**config.mk**
```make
export PLATFORM = sky130hd
export DESIGN_NAME = dtmf_pair_classifier
export DESIGN_NICKNAME = d
export VERILOG_FILES = /design/src/rtl/tone_cls_pkg.sv /design/src/rtl/sq_edge_sync.sv /design/src/rtl/tone_bin_tracker.sv /design/src/rtl/pair_flag_encoder.sv /design/src/rtl/dtmf_pair_classifier.sv
export SDC_FILE = /design/constraint.sdc
export NUM_CORES = 1
export LEC_CHECK = 0
export ABC_AREA = 1
export ABC_CLOCK_PERIOD_IN_PS = 2100
export BUFFER_PORTS_ARGS = -buffer_cell sky130_fd_sc_hd__buf_4
export CAP_MARGIN = 30
export CORE_ASPECT_RATIO = 2
export CORE_UTILIZATION = 35
export DETAILED_ROUTE_END_ITERATION = 7
export PLACE_DENSITY = 0.61
export SYNTH_ARGS = -nofsm -noshare
export SYNTH_HDL_FRONTEND = slang
export SYNTH_HIERARCHICAL = 1
export SYNTH_SLANG_ARGS = --single-unit
```
**constraint.sdc**
```tcl
create_clock -name clk -period 2.1 [get_ports clk]
set_input_delay 0.105 -clock clk [delete_from_list [all_inputs] [get_ports clk]]
set_output_delay 0.105 -clock clk [all_outputs]
set_load 0.05 [all_outputs]
```
**src/rtl/tone_cls_pkg.sv**
```systemverilog
package tone_cls_pkg;

  localparam int NUM_BINS = 4;
  typedef logic [1:0] bin_t;

  // nominal frequency in Hz for group (0 = rows, 1 = columns) and bin index
  function automatic int nominal_hz(input int hi, input int b);
    int f;
    if (hi == 0) begin
      case (b)
        0:       f = 697;
        1:       f = 770;
        2:       f = 852;
        default: f = 941;
      endcase
    end else begin
      case (b)
        0:       f = 1209;
        1:       f = 1336;
        2:       f = 1477;
        default: f = 1633;
      endcase
    end
    return f;
  endfunction

  // floor(clk*1000 / (f*permille)): period in cycles at f scaled by permille/1000
  function automatic int period_floor(input longint clk_hz, input int f, input int permille);
    longint num, den;
    num = clk_hz * 64'd1000;
    den = longint'(f) * longint'(permille);
    return int'(num / den);
  endfunction

  function automatic int period_ceil(input longint clk_hz, input int f, input int permille);
    longint num, den;
    num = clk_hz * 64'd1000;
    den = longint'(f) * longint'(permille);
    return int'((num + den - 64'd1) / den);
  endfunction

  // row/column to key code
  function automatic logic [3:0] pair_code(input bin_t row, input bin_t col);
    logic [3:0] c;
    if (col == 2'd3) begin
      c = (row == 2'd3) ? 4'd0 : 4'(13 + int'(row));
    end else if (row == 2'd3) begin
      case (col)
        2'd0:    c = 4'd11;
        2'd1:    c = 4'd10;
        default: c = 4'd12;
      endcase
    end else begin
      c = 4'(3 * int'(row) + int'(col) + 1);
    end
    return c;
  endfunction

endpackage

```
**src/rtl/sq_edge_sync.sv**
```systemverilog
module sq_edge_sync #(
  parameter int STAGES = 2
) (
  input  logic clk,
  input  logic rst_n,
  input  logic sq_i,
  output logic rise_o
);

  logic [STAGES:0] sh_q;

  always_ff @(posedge clk or negedge rst_n) begin
    if (!rst_n) sh_q <= '0;
    else        sh_q <= {sh_q[STAGES-1:0], sq_i};
  end

  assign rise_o = sh_q[STAGES-1] & ~sh_q[STAGES];

  // a rising crossing is a single-cycle pulse
  p_rise_single_r4: assert property (@(posedge clk) disable iff (!rst_n)
    rise_o |=> !rise_o);

endmodule

```
**src/rtl/tone_bin_tracker.sv**
```systemverilog
module tone_bin_tracker
  import tone_cls_pkg::*;
#(
  parameter int CLK_HZ   = 3579545,
  parameter int HI_GROUP = 0,
  parameter int NEED     = 4
) (
  input  logic clk,
  input  logic rst_n,
  input  logic rise_i,
  output logic ok_o,
  output bin_t bin_o
);

  localparam int TIMEOUT = period_ceil(CLK_HZ, nominal_hz(HI_GROUP, 0), 965);
  localparam int CNT_W   = $clog2(TIMEOUT + 1) + 1;
  localparam int STK_W   = $clog2(NEED + 1);
  localparam logic [CNT_W-1:0] CNT_MAX  = '1;
  localparam logic [STK_W-1:0] STK_FULL = STK_W'(NEED);

  logic [CNT_W-1:0]    cnt_q;
  logic                seen_q;
  logic [STK_W-1:0]    stk_q;
  bin_t                cand_q;
  logic [31:0]         meas;
  logic [NUM_BINS-1:0] acc_hit;
  logic [NUM_BINS-1:0] gray_hit;
  bin_t                hit_bin;
  logic                timed_out;

  assign meas      = 32'(cnt_q);
  assign timed_out = meas >= 32'(TIMEOUT);

  // one accept window and one hold zone per nominal tone
  for (genvar b = 0; b < NUM_BINS; b++) begin : g_bin
    localparam int F      = nominal_hz(HI_GROUP, b);
    localparam int ACC_LO = period_ceil(CLK_HZ, F, 1025);
    localparam int ACC_HI = period_floor(CLK_HZ, F, 975);
    localparam int REJ_LO = period_floor(CLK_HZ, F, 1035);
    localparam int REJ_HI = period_ceil(CLK_HZ, F, 965);
    assign acc_hit[b]  = (meas >= 32'(ACC_LO)) && (meas <= 32'(ACC_HI));
    assign gray_hit[b] = (meas > 32'(REJ_LO)) && (meas < 32'(REJ_HI)) && !acc_hit[b];
  end

  always_comb begin
    hit_bin = '0;
    for (int b = NUM_BINS - 1; b >= 0; b--) begin
      if (acc_hit[b]) hit_bin = bin_t'(b);
    end
  end

  always_ff @(posedge clk or negedge rst_n) begin
    if (!rst_n) begin
      cnt_q  <= '0;
      seen_q <= 1'b0;
      stk_q  <= '0;
      cand_q <= '0;
    end else if (rise_i) begin
      cnt_q  <= CNT_W'(1);
      seen_q <= 1'b1;
      if (seen_q) begin
        if (|acc_hit) begin
          if (stk_q != '0 && cand_q == hit_bin) begin
            if (stk_q != STK_FULL) stk_q <= stk_q + 1'b1;
          end else begin
            cand_q <= hit_bin;
            stk_q  <= STK_W'(1);
          end
        end else if (!(stk_q != '0 && gray_hit[cand_q])) begin
          stk_q <= '0;
        end
      end
    end else begin
      if (cnt_q != CNT_MAX) cnt_q <= cnt_q + 1'b1;
      if (timed_out)        stk_q <= '0;
    end
  end

  assign ok_o  = (stk_q == STK_FULL);
  assign bin_o = cand_q;

  // validity can only appear right after a measured crossing
  p_ok_after_rise_r4: assert property (@(posedge clk) disable iff (!rst_n)
    $rose(ok_o) |-> $past(rise_i));

  // a silent input past the longest period drops validity
  p_timeout_drop_r6: assert property (@(posedge clk) disable iff (!rst_n)
    (timed_out && !rise_i) |=> !ok_o);

  // between crossings a valid decision and its bin stay put
  p_hold_between_r5: assert property (@(posedge clk) disable iff (!rst_n)
    (ok_o && !rise_i && !timed_out) |=> (ok_o && $stable(bin_o)));

endmodule

```
**src/rtl/pair_flag_encoder.sv**
```systemverilog
module pair_flag_encoder
  import tone_cls_pkg::*;
(
  input  logic       clk,
  input  logic       rst_n,
  input  logic       lo_ok_i,
  input  bin_t       lo_bin_i,
  input  logic       hi_ok_i,
  input  bin_t       hi_bin_i,
  input  logic       inhibit_i,
  output logic       present_o,
  output logic [3:0] code_o
);

  localparam bin_t LAST_COL = bin_t'(NUM_BINS - 1);

  logic blocked;
  logic pair_ok;

  assign blocked = inhibit_i && (hi_bin_i == LAST_COL);
  assign pair_ok = lo_ok_i && hi_ok_i && !blocked;

  always_ff @(posedge clk or negedge rst_n) begin
    if (!rst_n) begin
      present_o <= 1'b0;
      code_o    <= 4'd0;
    end else begin
      present_o <= pair_ok;
      if (pair_ok) code_o <= pair_code(lo_bin_i, hi_bin_i);
    end
  end

  p_pair_needs_both_r7: assert property (@(posedge clk) disable iff (!rst_n)
    present_o |-> $past(lo_ok_i && hi_ok_i));

  p_inhibit_col_r9: assert property (@(posedge clk) disable iff (!rst_n)
    present_o |-> !($past(inhibit_i) && $past(hi_bin_i) == LAST_COL));

  p_code_hold_r10: assert property (@(posedge clk) disable iff (!rst_n)
    !$stable(code_o) |-> present_o);

endmodule

```
**src/rtl/dtmf_pair_classifier.sv**
```systemverilog
module dtmf_pair_classifier
  import tone_cls_pkg::*;
#(
  parameter int CLK_HZ      = 3579545,
  parameter int NEED        = 4,
  parameter int SYNC_STAGES = 2
) (
  input  logic       clk,
  input  logic       rst_n,
  input  logic       lo_sq_i,
  input  logic       hi_sq_i,
  input  logic       inhibit_i,
  output logic       tone_present_o,
  output logic [3:0] key_code_o
);

  localparam int NUM_GROUPS = 2;

  logic [NUM_GROUPS-1:0] sq_w;
  logic [NUM_GROUPS-1:0] rise_w;
  logic [NUM_GROUPS-1:0] ok_w;
  bin_t                  bin_w [NUM_GROUPS];

  assign sq_w = {hi_sq_i, lo_sq_i};

  for (genvar g = 0; g < NUM_GROUPS; g++) begin : g_grp
    sq_edge_sync #(.STAGES(SYNC_STAGES)) u_sync (
      .clk    (clk),
      .rst_n  (rst_n),
      .sq_i   (sq_w[g]),
      .rise_o (rise_w[g])
    );
    tone_bin_tracker #(.CLK_HZ(CLK_HZ), .HI_GROUP(g), .NEED(NEED)) u_trk (
      .clk    (clk),
      .rst_n  (rst_n),
      .rise_i (rise_w[g]),
      .ok_o   (ok_w[g]),
      .bin_o  (bin_w[g])
    );
  end

  pair_flag_encoder u_enc (
    .clk       (clk),
    .rst_n     (rst_n),
    .lo_ok_i   (ok_w[0]),
    .lo_bin_i  (bin_w[0]),
    .hi_ok_i   (ok_w[1]),
    .hi_bin_i  (bin_w[1]),
    .inhibit_i (inhibit_i),
    .present_o (tone_present_o),
    .code_o    (key_code_o)
  );

endmodule

```
* After elaboration in Yosys (flattened, before gate mapping)
Index checks and enable logic that the tools add are counted.
Word-level totals: word-level logic and storage cells 166, output and inout port bits 5, flip-flop bits (word level) 50, bits of input ports 5
Operators by class: mux-type cells 34, eq/ne operators 17, bitwise operators 6, $add $sub $neg 7, order comparisons 36, $mul 1, reductions and logical operators 53
Operators by type and width (number):
- greater-or-equal comparator 13 x 12 -> 1 bit (second input constant) | 5
- greater-or-equal comparator 14 x 13 -> 1 bit (second input constant) | 4
- > comparator 13 x 12 -> 1 bit (second input constant) | 4
- <= comparator 13 x 12 -> 1 bit (second input constant) | 4
- less-than comparator 13 x 12 -> 1 bit (second input constant) | 4
- <= comparator 14 x 13 -> 1 bit (second input constant) | 3
- less-than comparator 14 x 13 -> 1 bit (second input constant) | 3
- 2-to-1 mux 3 bit | 14
- logical AND 1 bit | 31
- > comparator 14 x 12 -> 1 bit (second input constant) | 2
- > comparator 14 x 13 -> 1 bit (second input constant) | 2
- 2-to-1 mux 14 bit | 2
- 2-to-1 mux 13 bit | 2
- 2-to-1 mux 2 bit | 8
- AND reduction 4 bit | 4
- adder 14 x 1 -> 14 bit (second input constant) | 1
- greater-or-equal comparator 14 x 12 -> 1 bit (second input constant) | 1
- <= comparator 14 x 12 -> 1 bit (second input constant) | 1
- less-than comparator 14 x 12 -> 1 bit (second input constant) | 1
- != test 14 bit (second input constant) | 1
- adder 13 x 1 -> 13 bit (second input constant) | 1
- != test 13 bit (second input constant) | 1
- 2-to-1 mux 4 bit | 3
- zero test 1 bit | 9
- 23 further kinds | 43

* Longest topological paths before layout
depth in word-level cells 12, depth in mapped cells 19, gate-level depth less buffers 19

* By module
Netlist, hierarchy kept.
By module, submodules not included:
- tone_bin_tracker (g_grp[0].u_trk) | cells each 323, area an instance 1951.9 µm², times used 1, seq. area each 500.5 µm²
- tone_bin_tracker (g_grp[1].u_trk) | cells each 301, area an instance 1884.3 µm², times used 1, seq. area each 475.5 µm²
- pair_flag_encoder | cells each 55, area an instance 409.1 µm², times used 1, seq. area each 125.1 µm²
- sq_edge_sync | cells each 5, area an instance 85.1 µm², times used 2, seq. area each 75.1 µm²

* Least setup slack after synthesis
OpenSTA, ideal clock, no wires.
path kind register to register, start reg g_grp[0].u_trk.cand_q[0], end reg u_enc.code_o[1], data required time 1.982 ns, library setup time 0.118 ns, stages on the path, launching flop included 7, path slack 0.279 ns, period minus slack after synthesis 1.821 ns, arrival 1.703 ns, path buffers 0, cell sequence dfrtp_1 fa_1 fa_1 nand3_1 nand3b_1 nand2_1 nand2_1
Between the ends: longest elaborated chain between the ends 5, elaborated cells on any way between the ends 8, those cells by class add/sub (3); mul (1); eq/ne (1); mux (3)
RTL lines:
- from (decl) | line tone_bin_tracker.sv:24 | bin_t cand_q;
- from (signal assigned) | line tone_bin_tracker.sv:66 | cand_q <= hit_bin;
- multiplier 2 x 2 -> 4 bit | line tone_cls_pkg.sv:54 | c = 4'(3 * int'(row) + int'(col) + 1);
- adder 4 x 3 -> 4 bit | line tone_cls_pkg.sv:54
- adder 4 x 2 -> 4 bit | line tone_cls_pkg.sv:54
- 2-to-1 mux 4 bit | line tone_cls_pkg.sv:47 | end else if (row == 2'd3) begin
- 2-to-1 mux 4 bit * | line tone_cls_pkg.sv:45 | if (col == 2'd3) begin
- to (signal assigned) | line pair_flag_encoder.sv:29 | if (pair_ok) code_o <= pair_code(lo_bin_i, hi_bin_i);
- to (decl) | line pair_flag_encoder.sv:12 | output logic [3:0] code_o
Mark *: on every way between the ends. The rest lies on a longest branch, timed or not. A chain may end at the register's enable or synchronous reset.

* Final worst setup path
start reg g_grp[1].u_trk.cnt_q[12], end reg g_grp[1].u_trk.stk_q[0]
Between the ends: longest elaborated chain between the ends 12, elaborated cells on any way between the ends 51, those cells by class order compare (17); eq/ne (3); mux (10); reduce/logical (21)
RTL lines:
- from (decl) | line tone_bin_tracker.sv:21 | logic [CNT_W-1:0] cnt_q;
- from (signal assigned) | line tone_bin_tracker.sv:74 | if (cnt_q != CNT_MAX) cnt_q <= cnt_q + 1'b1;
- greater-or-equal comparator 13 x 12 -> 1 bit / <= comparator 13 x 12 -> 1 bit (equally long branches) | line tone_bin_tracker.sv:41 | assign acc_hit[b] = (meas >= 32'(ACC_LO)) && (meas <= 32'(ACC_HI));
- logical AND 1 bit | line tone_bin_tracker.sv:41
- 2-to-1 mux 2 bit (4 in a row) | line tone_bin_tracker.sv:48 | if (acc_hit[b]) hit_bin = bin_t'(b);
- == test 2 bit | line tone_bin_tracker.sv:63 | if (stk_q != '0 && cand_q == hit_bin) begin
- logical AND 1 bit | line tone_bin_tracker.sv:63
- 2-to-1 mux 3 bit | line tone_bin_tracker.sv:63
- 2-to-1 mux 3 bit | line tone_bin_tracker.sv:62 | if (|acc_hit) begin
- 2-to-1 mux 3 bit | line tone_bin_tracker.sv:61 | if (seen_q) begin
- 2-to-1 mux 3 bit | line tone_bin_tracker.sv:58 | end else if (rise_i) begin
- to (signal assigned) | line tone_bin_tracker.sv:64 | if (stk_q != STK_FULL) stk_q <= stk_q + 1'b1;
- to (decl) | line tone_bin_tracker.sv:23 | logic [STK_W-1:0] stk_q;
Parallel ways exist; a longest one is shown, timed or not. The select of a mux whose other input is x is not followed.

==> impl.org <==
** Status
- The run finished with clean final reports.

** Worst setup path
- Slowest library cell on the worst path :: sky130_fd_sc_hd__dfrtp_1
- Grouping stages by cell kind, the critical path spends the most delay in simple AND/OR/NAND/NOR gates.
- The signal on the critical path passes through buf_4 -> nor2_4 -> nand2_4 -> buf_4 -> nor2_2 -> nand2_1 -> nand3_2 -> nand2_4 -> nand3_2 -> nand2_2 -> nor2_4 -> nand3_2 -> nand2_2 -> nand2_4 -> nand3_1 -> nand2_1.
- Critical path endpoint category :: flop
- At the worst endpoint, the required time is about 2300 ps.
- Highest fanout seen on the critical path :: 6
- Counting both buffers and inverters, the worst setup path holds a total of 2.
- Critical Path Max Stage Delay :: 390 ps
- CP Class :: flop to flop
- Worst setup SP type :: flop
- Signal arrival time at the worst endpoint :: 2250 ps

** Route
- Average wire length per cell after detail routing :: ~17 µm
- Dividing the detail-routed via count by the number of cells gives 5.34.
- Overall via count from detail_route :: slightly below 5000
- The count of nets left with antenna violations once routing finished came out at 0.
- DRC violation count after routing :: 0
- For this block, the routed nets add up to 15.4 mm of wire.
- Detailed router's first-iteration violation count :: 235
- First drt pass iteration count :: 4

** STA
- The number of failing hold endpoints at the final stage came to 0.
- Final setup fails :: 0
- Shortest period the worst path allows :: around 2100 ps
- Summed negative setup slack over all endpoints :: 0 ps
- Worst setup skew after layout :: ~6.2 ps
- Slew at the pin with the worst max-slew slack :: 684 ps
- Setup repair after global routing could not meet its margin everywhere.
- Max Slew Vio Count :: 0
- In this run the tightest slew margin relative to its limit is 0.544.
- Derived from the worst setup path, the maximum achievable clock frequency is 0.485 GHz.
- Smallest setup slack after layout :: ~37 ps
- The tightest hold path in the finished design has a slack of 320 ps.
- Dividing the final minimum period by the clock period gives 0.982.

** Synth
- Yosys warning count :: 6
- The compound-gate portion of the synthesized area came to 0.105.
- Cells after Synth :: 689
- Xor and xnor area share after synthesis :: 0.00397
- Part of the Yosys area used for sequential elements :: 0.283
- Of the total synthesized cell area, the portion taken by AND, OR, NAND and NOR gates is 0.462.
- Arithmetic-cell share of the synthesized area counting full adders, half adders and majority gates :: 0.0516
- The cell area that synthesis handed to floorplanning was 4420 µm².
- When the netlist entered floorplanning its net count stood at 711.
- Fraction of synthesized area in multiplexers :: 0
- Combinational family with the most area after synthesis :: simple AND/OR/NAND/NOR gates
- The synthesized netlist contains 37 unique library cells.
- In this run, synthesis produced a sequential element count of 50.
- Average instance area after synthesis :: 6.41 µm²

** Placement
- Quantity of I/O buffers inserted on ports :: 9
- Gp weighted congestion :: 0.962
- Prior to clock tree synthesis, the placed netlist has a worst setup slack of -177 ps.
- The wire-length estimate of the detail-placed layout is 12.3 mm.
- Once placement completed, the tool counted placed cells totaling 887.

** Global route
- Number of antenna violations at the first check in global routing :: 0
- The first global-routing pass estimated 23.9 mm of wire.
- Entering global routing, the biggest net connects 51 pins.
- Via count of the first global-routing pass :: 5019
- After global routing the overflow that remains totals 0.
- For this run, the total global-route usage over all layers was measured as 0.247.

** Die
- # IOs :: 10
- The core region is 12200 µm².
- Placement row count :: between 50 and 60
- Initial core utilization :: 0.362
- Die area :: about 13000 µm²
- From bottom edge to top edge, the die measures ~160 µm.
- Die X-Extent :: 81.4 µm

** Flow run
- Max Cap Violations :: 0

** Clocking
- Buffer type at the clock tree root :: sky130_fd_sc_hd__clkbuf_16
- The number of clock buffers added by TritonCTS is 5.
- Clock Latency Late Sink :: 300 ps
- CTS tree :: built
- Worst-path clk slew :: approximately 70 ps
- The H-tree was split into 2 levels.
- Max Root-Sink Buffers :: 2
- CTS saw 50 sinks.

** Finish
- Of the cells placed in the final design, the portion with a size suffix greater than 1 is 0.329.
- Antenna Cells :: 0
- The count of cells in the finished layout, fillers not included, comes to 920.
- The net count of the finished layout is 794.
- The area growth from synthesis to layout is 29.5%.

** Worst hold path
- The worst hold path belongs to the class input port to flop.

** Power and ir drop
- Static Leakage :: roughly 2.8 nW
- Power density normalized to cell area :: 550 nW/µm²
- Worst supply voltage drop on vdd :: a little over 0.4 mV
-- state kept, by name, summed over array words and instances (netlist names) --
name,flops
g_grp.u_sync/sh_q,6
g_grp.u_trk/stk_q,6
g_grp.u_trk/bin_o,4
u_enc/present_o,1
g_grp.u_trk/seen_q,2
g_grp.u_trk/cnt_q,27
u_enc/code_o,4
-- cell type report --
class | count | area, µm²
inverter | 94 | 358
tap | 147 | 184
clock buffer | 7 | 153
fill | 1253 | 6480
timing repair buffer | 87 | 673
sequential | 50 | 1270
multi-input combinational | 534 | 3070
clock inverter | 1 | 8.76
-- Yosys cell counts --
master | count | area [µm²]
sky130_fd_sc_hd__a211oi_1 | 3 | 22.5
sky130_fd_sc_hd__a211oi_2 | 1 | 12.5
sky130_fd_sc_hd__a21boi_0 | 1 | 7.51
sky130_fd_sc_hd__a21oi_1 | 30 | 150
sky130_fd_sc_hd__a21oi_2 | 1 | 8.76
sky130_fd_sc_hd__a221oi_1 | 1 | 8.76
sky130_fd_sc_hd__a31oi_1 | 5 | 31.3
sky130_fd_sc_hd__buf_2 | 5 | 25.0
sky130_fd_sc_hd__buf_4 | 4 | 30.0
sky130_fd_sc_hd__clkbuf_1 | 2 | 7.51
sky130_fd_sc_hd__dfrtp_1 | 50 | 1250
sky130_fd_sc_hd__fa_1 | 2 | 40.0
sky130_fd_sc_hd__ha_1 | 15 | 188
sky130_fd_sc_hd__inv_1 | 73 | 274
sky130_fd_sc_hd__inv_2 | 21 | 78.8
sky130_fd_sc_hd__nand2_1 | 178 | 668
sky130_fd_sc_hd__nand2_2 | 22 | 138
sky130_fd_sc_hd__nand2_4 | 1 | 11.3
sky130_fd_sc_hd__nand3_1 | 63 | 315
sky130_fd_sc_hd__nand3_2 | 7 | 70.1
sky130_fd_sc_hd__nand3b_1 | 5 | 37.5
sky130_fd_sc_hd__nand4_1 | 16 | 100
sky130_fd_sc_hd__nand4_2 | 1 | 12.5
sky130_fd_sc_hd__nor2_1 | 84 | 315
sky130_fd_sc_hd__nor2_2 | 16 | 100
sky130_fd_sc_hd__nor2_4 | 7 | 78.8
sky130_fd_sc_hd__nor2_8 | 1 | 20.0
sky130_fd_sc_hd__nor3_1 | 25 | 125
sky130_fd_sc_hd__nor3_2 | 3 | 30.0
sky130_fd_sc_hd__nor4_1 | 1 | 6.26
sky130_fd_sc_hd__o211ai_1 | 1 | 7.51
sky130_fd_sc_hd__o21a_1 | 1 | 7.51
sky130_fd_sc_hd__o21ai_0 | 32 | 160
sky130_fd_sc_hd__o21ai_1 | 6 | 30.0
sky130_fd_sc_hd__o21ai_4 | 1 | 16.3
sky130_fd_sc_hd__or2_2 | 2 | 12.5
sky130_fd_sc_hd__xnor2_1 | 2 | 17.5
-- report_power, final --
group	switching [mW]	total, mW	internal [mW]	leakage [nW]
sequential	0.0831	1.12	1.04	0.638
combinational	0.706	1.15	0.442	2.07
clock	0.366	0.875	0.509	0.0801
total	1.15	3.14	1.99	2.78
-- worst paths after layout --
kind | startpoint | end | slack [ps] | cells past startpoint
min reg2reg | g_grp[1].u_sync/sh_q[0] | g_grp[1].u_sync/sh_q[1] | 350 | 0
max in group asynchronous | rst_n | g_grp[0].u_trk/cnt_q[13] | 1210 | 2
max | g_grp[1].u_trk/cnt_q[12] | g_grp[1].u_trk/stk_q[0] | 40 | 16
min in group asynchronous | rst_n | g_grp[0].u_trk/cnt_q[0] | 380 | 2
min | inhibit_i | u_enc/present_o | 320 | 4
max reg2reg | g_grp[1].u_trk/cnt_q[12] | g_grp[1].u_trk/stk_q[0] | 40 | 16
-- routing by layer --
metal	GRT usage	wire length (µm)
met5	0	0
met3	0.0256	355
met2	0.474	8860
met4	0.210	1390
met1	0.208	4800
-- what timing repair did --
action / in CTS / in global routing
buffers inserted: 3 / 19
gates resized for setup: 17 / 96
pin swaps: 2 / 22
hold endpoints to repair: 52 / 0
endpoints found under the setup margin: 5 / 15
hold buffers: 3 / 0
-- stage by stage --
step | util | total power [mW] | area [µm²]
2_1_floorplan | - | 1.64 | 4420
3_3_place_gp | 0.410 | 2.08 | 5000
3_5_place_dp | 0.410 | 2.08 | 5000
4_1_cts | 0.432 | 3.02 | 5260
5_1_grt | 0.469 | 3.33 | 5720
6_report | 0.469 | 3.14 | 5720
-- worst register-to-register path: cells and delay by family (launching register included) --
family | cells | cell delay, ps
buffers and inverters | 2 | 320
flip-flops | 1 | 390
AND/OR/NAND/NOR | 14 | 1240
-- layout by cell type (no fill, tap or decap), drive strengths merged, types with 3 or more instances in the layout --
cell and instances:
inv 94, nand3 70, nand3b 5, nor2 108, dlygate4sd3 3, nor3 28
a211oi 4, a31oi 5, buf 84, ha 15, a21oi 31, dfrtp 50
clkbuf 7, o21ai 39, nand4 17, nand2 201
-- cell families (layout without fill, tap and decap cells) --
group	count (synthesis)	in the layout
adder cells (fa/ha/maj)	17	17
XOR/XNOR	2	2
flip-flops	50	50
buffers and inverters	105	189
AND/OR/NAND/NOR	432	432
AO/OA/AOI/OAI	83	83
No activity file was read; power rests on OpenSTA's default activity.
